## config.mk

```make
export PLATFORM = sky130hd
export DESIGN_NAME = nsa_serial_addsub
export DESIGN_NICKNAME = d
export VERILOG_FILES = /design/src/rtl/nsa_pkg.sv /design/src/rtl/nsa_nibble_adder.sv /design/src/rtl/nsa_sequencer.sv /design/src/rtl/nsa_flag_unit.sv /design/src/rtl/nsa_serial_addsub.sv
export SDC_FILE = /design/constraint.sdc
export NUM_CORES = 1
export LEC_CHECK = 0
export CAP_MARGIN = 20
export CORE_MARGIN = 5
export CORE_UTILIZATION = 35
export CTS_CLUSTER_DIAMETER = 120
export CTS_CLUSTER_SIZE = 10
export DETAILED_ROUTE_END_ITERATION = 8
export PLACE_DENSITY = 0.68
export REMOVE_ABC_BUFFERS = 1
export SETUP_SLACK_MARGIN = 0.1
export SLEW_MARGIN = 20
export SYNTH_ARGS = -nofsm -noshare
export SYNTH_HDL_FRONTEND = slang
export SYNTH_HIERARCHICAL = 1
export SYNTH_SLANG_ARGS = --single-unit
```

## constraint.sdc

```tcl
create_clock -name clk -period 5.6 [get_ports clk]
set_clock_uncertainty 0.2 [all_clocks]
set_input_delay 1.68 -clock clk [delete_from_list [all_inputs] [get_ports clk]]
set_output_delay 1.68 -clock clk [all_outputs]
set_load 0.01 [all_outputs]
```

## src/rtl/nsa_pkg.sv

```systemverilog
package nsa_pkg;
   localparam int NIB_W = 4;

   typedef struct packed {
      logic c;
      logic v;
      logic n;
      logic z;
   } nsa_flags_t;

   function automatic int cnt_width(input int steps);
      return (steps > 1) ? $clog2(steps) : 1;
   endfunction
endpackage

```

## src/rtl/nsa_nibble_adder.sv

```systemverilog
module nsa_nibble_adder
   import nsa_pkg::*;
#(
   parameter int STYLE = 0   // 0 = explicit ripple cells, 1 = behavioural sums
) (
   input  logic [NIB_W-1:0] a,
   input  logic [NIB_W-1:0] b,
   input  logic             cin,
   output logic [NIB_W-1:0] sum,
   output logic             cout,
   output logic             c_msb   // carry into bit NIB_W-1
);
   generate
      if (STYLE != 0 && STYLE != 1) begin : g_bad_style
         $error("nsa_nibble_adder: STYLE must be 0 or 1");
      end
      if (STYLE == 0) begin : g_ripple
         logic [NIB_W:0] c;
         assign c[0] = cin;
         for (genvar i = 0; i < NIB_W; i++) begin : g_cell
            assign sum[i]  = a[i] ^ b[i] ^ c[i];
            assign c[i+1]  = (a[i] & b[i]) | (c[i] & (a[i] ^ b[i]));
         end
         assign cout  = c[NIB_W];
         assign c_msb = c[NIB_W-1];
      end else begin : g_behav
         logic [NIB_W:0]   full;
         logic [NIB_W-1:0] low;
         assign full  = {1'b0, a} + {1'b0, b} + {{NIB_W{1'b0}}, cin};
         assign low   = {1'b0, a[NIB_W-2:0]} + {1'b0, b[NIB_W-2:0]}
                        + {{(NIB_W-1){1'b0}}, cin};
         assign sum   = full[NIB_W-1:0];
         assign cout  = full[NIB_W];
         assign c_msb = low[NIB_W-1];
      end
   endgenerate

   // operands of differing sign cannot overflow
   always_comb begin
      if (a[NIB_W-1] != b[NIB_W-1]) begin
         a_r5_mixed_sign_no_overflow: assert (c_msb == cout);
      end
   end
endmodule

```

## src/rtl/nsa_sequencer.sv

```systemverilog
module nsa_sequencer
   import nsa_pkg::*;
#(
   parameter int NIBBLES = 4,
   localparam int CNT_W  = cnt_width(NIBBLES)
) (
   input  logic             clk,
   input  logic             rst,
   input  logic             start,
   output logic             accept,
   output logic             busy,
   output logic             last,
   output logic [CNT_W-1:0] step,
   output logic             done
);
   logic             busy_q, done_q;
   logic [CNT_W-1:0] cnt_q;

   assign accept = start & ~busy_q;
   assign last   = busy_q & (cnt_q == CNT_W'(NIBBLES - 1));
   assign busy   = busy_q;
   assign step   = cnt_q;
   assign done   = done_q;

   always_ff @(posedge clk) begin
      if (rst) begin
         busy_q <= 1'b0;
         cnt_q  <= '0;
         done_q <= 1'b0;
      end else begin
         done_q <= last;
         if (accept) begin
            busy_q <= 1'b1;
            cnt_q  <= '0;
         end else if (busy_q) begin
            if (last) begin
               busy_q <= 1'b0;
               cnt_q  <= '0;
            end else begin
               cnt_q  <= cnt_q + 1'b1;
            end
         end
      end
   end

   // done pulse lasts a single cycle
   a_r7_done_single: assert property (@(posedge clk) disable iff (rst)
      done_q |=> !done_q);

   // a busy sequencer keeps stepping whatever start does
   a_r8_busy_keeps_stepping: assert property (@(posedge clk) disable iff (rst)
      (busy_q && !last) |=> (busy_q && cnt_q == CNT_W'($past(cnt_q) + 1'b1)));
endmodule

```

## src/rtl/nsa_flag_unit.sv

```systemverilog
module nsa_flag_unit
   import nsa_pkg::*;
(
   input  logic             clk,
   input  logic             rst,
   input  logic             accept,
   input  logic             op_sub,
   input  logic             borrow_mode,
   input  logic             busy,
   input  logic             last,
   input  logic [NIB_W-1:0] sum,
   input  logic             cout,
   input  logic             c_msb,
   output logic             invert_b,
   output logic             cin,
   output nsa_flags_t       flags
);
   logic       sub_q, bm_q, cy_q, zacc_q;
   logic       flip;
   logic       cy_next;
   logic       nib_zero;
   nsa_flags_t flags_q;

   assign flip     = sub_q & bm_q;
   assign cin      = flip ? ~cy_q : cy_q;
   assign cy_next  = flip ? ~cout : cout;
   assign nib_zero = (sum == '0);
   assign invert_b = sub_q;
   assign flags    = flags_q;

   always_ff @(posedge clk) begin
      if (rst) begin
         sub_q   <= 1'b0;
         bm_q    <= 1'b0;
         cy_q    <= 1'b0;
         zacc_q  <= 1'b0;
         flags_q <= '0;
      end else if (accept) begin
         sub_q   <= op_sub;
         bm_q    <= borrow_mode;
         // stored in reported polarity: raw 1 for subtract, borrow 0 in borrow mode
         cy_q    <= op_sub & ~borrow_mode;
         zacc_q  <= 1'b1;
         flags_q <= '0;
      end else if (busy) begin
         cy_q   <= cy_next;
         zacc_q <= zacc_q & nib_zero;
         if (last) begin
            flags_q.c <= cy_next;
            flags_q.v <= cout ^ c_msb;
            flags_q.n <= sum[NIB_W-1];
            flags_q.z <= zacc_q & nib_zero;
         end
      end
   end

   // flags frozen while idle and no start accepted
   a_r9_flags_hold: assert property (@(posedge clk) disable iff (rst)
      (!busy && !accept) |=> $stable(flags_q));
endmodule

```

## src/rtl/nsa_serial_addsub.sv

```systemverilog
module nsa_serial_addsub
   import nsa_pkg::*;
#(
   parameter int NIBBLES     = 4,
   parameter int ADDER_STYLE = 0,
   localparam int W          = NIBBLES * NIB_W,
   localparam int CNT_W      = cnt_width(NIBBLES)
) (
   input  logic         clk,
   input  logic         rst,
   input  logic         start,
   input  logic         op_sub,
   input  logic         borrow_mode,
   input  logic [W-1:0] a_in,
   input  logic [W-1:0] b_in,
   output logic [W-1:0] result,
   output logic         done,
   output logic         flag_c,
   output logic         flag_v,
   output logic         flag_n,
   output logic         flag_z
);
   generate
      if (NIBBLES < 1) begin : g_bad_nibbles
         $error("nsa_serial_addsub: NIBBLES must be at least 1");
      end
   endgenerate

   logic             accept, busy, last, invert_b, cin;
   logic [CNT_W-1:0] step;
   logic [W-1:0]     a_q, b_q, res_q;
   logic [NIB_W-1:0] a_nib, b_nib, sum;
   logic             cout, c_msb;
   nsa_flags_t       flags;

   nsa_sequencer #(.NIBBLES(NIBBLES)) u_seq (
      .clk    (clk),
      .rst    (rst),
      .start  (start),
      .accept (accept),
      .busy   (busy),
      .last   (last),
      .step   (step),
      .done   (done)
   );

   assign a_nib = a_q[int'(step) * NIB_W +: NIB_W];
   assign b_nib = b_q[int'(step) * NIB_W +: NIB_W] ^ {NIB_W{invert_b}};

   nsa_nibble_adder #(.STYLE(ADDER_STYLE)) u_add (
      .a     (a_nib),
      .b     (b_nib),
      .cin   (cin),
      .sum   (sum),
      .cout  (cout),
      .c_msb (c_msb)
   );

   nsa_flag_unit u_flags (
      .clk         (clk),
      .rst         (rst),
      .accept      (accept),
      .op_sub      (op_sub),
      .borrow_mode (borrow_mode),
      .busy        (busy),
      .last        (last),
      .sum         (sum),
      .cout        (cout),
      .c_msb       (c_msb),
      .invert_b    (invert_b),
      .cin         (cin),
      .flags       (flags)
   );

   always_ff @(posedge clk) begin
      if (rst) begin
         a_q   <= '0;
         b_q   <= '0;
         res_q <= '0;
      end else if (accept) begin
         a_q   <= a_in;
         b_q   <= b_in;
         res_q <= '0;
      end else if (busy) begin
         res_q[int'(step) * NIB_W +: NIB_W] <= sum;
      end
   end

   assign result = res_q;
   assign flag_c = flags.c;
   assign flag_v = flags.v;
   assign flag_n = flags.n;
   assign flag_z = flags.z;

   // edge counter used only by the latency check
   logic [CNT_W:0] since_q;
   always_ff @(posedge clk) begin
      if (rst)         since_q <= '0;
      else if (accept) since_q <= '0;
      else if (busy)   since_q <= since_q + 1'b1;
   end

   // done arrives NIBBLES edges after acceptance
   a_r7_latency: assert property (@(posedge clk) disable iff (rst)
      done |-> (since_q == (CNT_W+1)'(NIBBLES)));

   // sign and zero flags agree with the final result
   a_r6_sign_matches: assert property (@(posedge clk) disable iff (rst)
      done |-> (flag_n == result[W-1]));
   a_r6_zero_matches: assert property (@(posedge clk) disable iff (rst)
      done |-> (flag_z == (result == '0)));

   // result frozen while idle
   a_r9_result_hold: assert property (@(posedge clk) disable iff (rst)
      (!busy && !accept) |=> $stable(res_q));
endmodule

```

==> results of run 1 <==
## placed cells by master, fill, tap and decap left out, types with 3 or more instances in the layout
cell type,instances
nor3_1,3
a32oi_1,4
nand4_1,4
a21oi_1,6
buf_4,3
nand2_1,9
ha_1,6
clkinv_2,3
nor2_1,46
a22oi_1,4
mux2i_1,35
clkdlybuf4s50_1,57
xor2_1,5
inv_1,11
mux4_2,6
dfxtp_1,60
clkbuf_8,10
fa_1,4
a32o_1,4
## state kept, by name, indices dropped and copies added (netlist names)
name / flops
u_flags/invert_b: 1
result: 16
u_seq/busy: 1
u_flags/cy_q: 1
u_flags/flags: 4
u_flags/zacc_q: 1
a_q: 16
b_q: 16
u_seq/done: 1
u_flags/bm_q: 1
u_seq/step: 2
## critical path: cells and delay by family, from the launching register on
kind / cells / cell delay, ns
adder cells (fa/ha/maj): 4 / 1.47
multiplexers: 1 / 0.41
XOR/XNOR: 1 / 0.19
buffers and inverters: 2 / 0.15
flip-flops: 1 / 0.69
AND/OR/NAND/NOR: 2 / 0.44
AO/OA/AOI/OAI: 1 / 0.12
## cell type report
class                      instances  area, sq um
fill                             735         4114
multi-input combinational        168         1390
sequential                        60         1201
timing repair buffer              60        593.1
clock buffer                      11        141.4
tap                              102        127.6
clock inverter                     5        75.07
inverter                          12        45.04
## power by group through the flow
stage / logic [W] / clock network, W / registers (W)
floorplan: 0.0000936 / 0 / 0.000470
global placement: 0.000152 / 0 / 0.000470
detailed placement: 0.000156 / 0 / 0.000470
CTS: 0.000157 / 0.000435 / 0.000461
global route: 0.000172 / 0.000456 / 0.000463
finish: 0.000156 / 0.000423 / 0.000461
## how the worst max path moves through the flow
stage / start / endpoint
2_1_floorplan: start / result[10]
3_3_place_gp: start / result[10]
3_5_place_dp: start / result[11]
4_1_cts: u_seq/step[1] / u_flags/flags[0]
5_1_grt: u_seq/step[1] / u_flags/flags[0]
6_report: u_seq/step[1] / u_flags/flags[0]
## metrics by stage
step           utilization  hold WS (ns)  setup WS [ns]
6_report            0.4648        0.2548          1.852
5_1_grt             0.4648        0.2881          1.566
4_1_cts             0.4648        0.2556          1.828
3_5_place_dp        0.4367        0.2479          1.714
3_3_place_gp        0.4367        0.2449          1.783
2_1_floorplan            -        0.2514          1.718
## per-layer routing
layer | vias to the layer above | track usage
li1 | 1009 | -
met1 | 934 | 0.1495
met2 | 61 | 0.1872
met3 | 15 | 0.05379
met4 | 0 | 0.06092
met5 | - | 0
## cells by family after synthesis
logic type,share of synthesized area
simple gates,0.1523
flops,0.4390
mux,0.1966
compound gates,0.08002
buf+inv,0.05304
fa+ha+maj,0.05670
xor+xnor,0.02241
==> flow_summary.ini, run 1 <==
[status]
run_status = finished clean

[pwr]
powerDensity_nw_per_um2 = 291.0
internal-power_w = 0.0007825
switchingPower_w = 0.0002574
post-layout-total-power_w = 0.001040
switching_share = 0.2475
leakagePower_nw = 1.393
clock_power_share = 0.407
vdd_ir_drop_max_mv = 0.1548
seq_power_share = 0.443
comb_power_share = 0.150

[clock_network]
cts_num_sinks = 60
ctsHoldBuffers = 0
cts_made_buffers = 9
ctsLongestPathBuffers = 2
clock_tree_from_tritoncts = built
post-cts-setup-buffers = 0
cts.reportedPaths.clkPinSlew_ns = 0.07
worstSkewPairLatency_ns = 0.33
cts-htree-levels = 3
post_cts_resize_count = 0
cts_root_buf = clkbuf_8

[worst_setup_path]
worstSetupEndpointType = register
crit-reg2reg-capture = u_flags/flags[0]
worst_reg2reg_setup_slack_ns = 1.85
worst-r2r-cell-count = 11
worst-path-max-fanout = 13
rr_startpoint = u_seq/step[1]
cp_data_required_time_ns = 5.66
timing.critical_path.mode_cell = fa_1
crit_path_max_delay_cell_type = dfxtp_1
worstSetupStartpointType = register
critPathKind = reg2reg
crit_path_max_incr_delay_ns = 0.69
timing.critical_path.cells = mux4_2 > xor2_1 > fa_1 > inv_1 > fa_1 > fa_1 > inv_1 > fa_1 > nor3b_1 > a31oi_1 > nor3_1
cp_data_arrival_time_ns = 3.80

[drt]
postRouteWirelength_um = 5748
dr.first_iter.drc_count = 97
drt.antenna.violating_nets = 0
vias_per_cell = 4.830
drc = 0
routed-wl-met3_um = 434
num_vias = 2019
wl_per_cell_um = 13.75
drt-met1-wl_um = 2503
detailroute.wirelength.met2_um = 2680
firstDrtPassIters = 4
top_routing_layer_in_use = met4

[yosys]
count_of_flip_flops_with_a_built_in_enable_after_synthesis = 0
synth_sequential_area_ratio = 0.4390
synth_top_cell_by_area = dfxtp_1
ys.warnings.count = 6
post_synthesis_cell_type_count = 45
ys_async_sr_fraction = 0
synth-seq-cells = 60
synth_commonest_cells = dfxtp_1, nor2_1, mux2i_1
yosys_most_used_dff = dfxtp_1
area_of_the_mapped_netlist_sq_um = 2736
synth.avg_cell_area_sq_um = 10.73
synth_top_cells_by_area = dfxtp_1, mux2i_1, nor2_1
synth_top_cell_area_share = 0.4390
postSynthCellCount = 255
synth.most_common_cell = dfxtp_1

[placement]
placedCellCount = 402
place_hpwl_um = 4032
port_buffers = 57
place_congestion = 0.7616
placed_cell_area_sq_um = 3357

[global_routing]
grt-ovfl-total = 0
grt_antenna_before_repair = 0
grt_pass1_wl_um = 9349
globalRouteTotalUtil = 0.1234
number_of_global_route_vias_before_repair = 2007
grt_max_degree = 48

[job]
timing.max_cap.violations = 0

[hold_path]
timing.hold.worst.start = result[0]
hold_path_depth = 2
hold_path.class = reg2reg
holdPathEnd = result[0]

[final_layout]
final_cells = 418
diodes = 0
layout-area-overhead-vs-synth_pct = 30.59
finalInstanceArea_sq_um = 3573
final_layout_size_suffix_gt1_frac = 0.1139
final_nets = 358

[sta]
fin_max_slew_vios = 0
maxClockFrequency_ghz = 0.2668
fin_tns_setup_ns = 0
timing.max_slew.rel_slack = 0.5818
finalHoldViolations = 0
setup_violations = 0
rsz_0062_raised_after_global_routing = no
post-route-period-util = 0.6694
max_slew.worst_pin.slew_ns = 0.6264
tmin_final_ns = 3.749

[floorplanning]
floorplan.initialDensity = 0.3560
core.rowCount = 32
ios = 58
dieHeight_um = 98.42
placeableCoreArea_sq_um = 7687
die_area_sq_um = 9687
chip_width_um = 98.42
No activity file was read; power rests on OpenSTA's default activity.
==> inputs of run 2 (changes only) <==
- clock period: 5.6 -> 3.55 ns (I/O delays scaled with it)
==> flow_summary.ini, run 2 (synthesis gave the netlist of run 1 again) <==
[global_routing]
grt-ovfl-total = 0
grt_pass1_wl_um = 9991
globalRouteTotalUtil = 0.1313
grt_antenna_before_repair = 0
grt_max_degree = 43
number_of_global_route_vias_before_repair = 2073

[job]
timing.max_cap.violations = 0

[worst_setup_path]
worstSetupStartpointType = register
cp_data_required_time_ns = 3.56
worst-path-max-fanout = 5
critPathKind = reg2reg
cp_data_arrival_time_ns = 3.35
critical_path.startpoint = u_seq/step[0]
worstSetupEndpointType = register
rr_startpoint = u_seq/step[0]

[final_layout]
mostFrequentLayoutCell = dfxtp_1
finalInstanceArea_sq_um = 3572
final_layout_size_suffix_gt1_frac = 0.1321
final_cells = 420
final_nets = 361
layout-area-overhead-vs-synth_pct = 30.54
diodes = 0
mostFrequentLayoutCells = dfxtp_1, clkdlybuf4s50_1, nor2_1

[sta]
fin_tns_setup_ns = 0
tmin_final_ns = 3.348
maxClockFrequency_ghz = 0.2987
finalHoldViolations = 0
max_slew.worst_pin.slew_ns = 0.5744
timing.max_slew.rel_slack = 0.6166
fin_max_slew_vios = 0
setup_violations = 0
rsz_0062_raised_after_global_routing = yes
post-route-period-util = 0.9431

[drt]
drt.antenna.violating_nets = 0
num_vias = 2037
firstDrtPassIters = 4
wl_per_cell_um = 14.69
postRouteWirelength_um = 6168
vias_per_cell = 4.850
dr.first_iter.drc_count = 54
drc = 0

[clock_network]
ctsLongestPathBuffers = 2
worstSkewPairLatency_ns = 0.34
ctsHoldBuffers = 0
cts_root_buf = clkbuf_8
cts.reportedPaths.clkPinSlew_ns = 0.06
cts-htree-levels = 3
clock_tree_from_tritoncts = built
cts_num_sinks = 60
cts_made_buffers = 9

[floorplanning]
placeableCoreArea_sq_um = 7687
chip_width_um = 98.42
core.rowCount = 32
floorplan.initialDensity = 0.3560
die_area_sq_um = 9687
dieHeight_um = 98.42
ios = 58

[status]
run_status = finished clean

[pwr]
powerDensity_nw_per_um2 = 415.5
vdd_ir_drop_max_mv = 0.2466
leakagePower_nw = 1.382

[placement]
place_congestion = 0.7612
port_buffers = 57
placed_cell_area_sq_um = 3392
placedCellCount = 405
place_hpwl_um = 4378

[hold_path]
hold_path.class = reg2reg
timing.hold.worst.start = result[1]
run 2: timing repair:
action	in CTS	in global routing
pin swaps	0	3
hold endpoints to repair	0	0
endpoints found under the setup margin	4	4
cloned	0	0
setup buffers	0	0
resized for setup	3	5
run 2: per-layer routing:
metal	share of wire	global-route usage	wire length, um	up-vias
met3	0.052	0.04671	322	9
met4	0.012	0.05042	76	0
met2	0.49	0.2158	3016	52
met5	0	0	0	-
met1	0.45	0.1579	2752	962
li1	-	-	-	1014
run 2: path summary, 6_finish.rpt:
| path | endpoint | slack [ns] | cells after the start |
|---|---|---|---|
| max reg2reg | result[7] | 0.20 | 11 |
| max | result[7] | 0.20 | 11 |
| min reg2reg | result[1] | 0.25 | 2 |
| min | result[1] | 0.25 | 2 |
run 2: cell type report:
| cell class | instances | area (sq um) |
|---|---|---|
| Timing Repair Buffer | 63 | 631.9 |
| Tap cell | 102 | 127.6 |
| Clock inverter | 3 | 15.01 |
| Fill cell | 756 | 4115 |
| Multi-Input combinational cell | 168 | 1413 |
| Inverter | 12 | 45.04 |
| Sequential cell | 60 | 1205 |
| Clock buffer | 12 | 135.1 |
run 2: critical path, stage by stage (launching register included):
cell	delay [ns]
dfxtp_4	0.37
mux4_2	0.53
xor2_2	0.19
fa_1	0.19
inv_1	0.05
fa_1	0.39
fa_2	0.36
inv_2	0.09
fa_1	0.41
buf_4	0.19
a32oi_1	0.19
nor2_1	0.06
run 2: stage by stage:
| step | total power (W) | util | setup WS [ns] | hold slack, ns |
|---|---|---|---|---|
| after detailed placement | 0.0009980 | 0.4412 | -0.002298 | 0.2454 |
| after CTS | 0.001496 | 0.4626 | 0.1353 | 0.2539 |
| after global routing | 0.001563 | 0.4647 | 0.09276 | 0.2749 |
| final | 0.001484 | 0.4647 | 0.2021 | 0.2486 |
| after global placement | 0.0009905 | 0.4412 | 0.1697 | 0.2403 |
| after floorplan | 0.0008885 | - | -0.3110 | 0.2514 |
run 2: report_power, final:
part	internal (W)	switching, W
registers	0.000705	0.0000210
logic	0.000128	0.000135
clock network	0.000246	0.000250
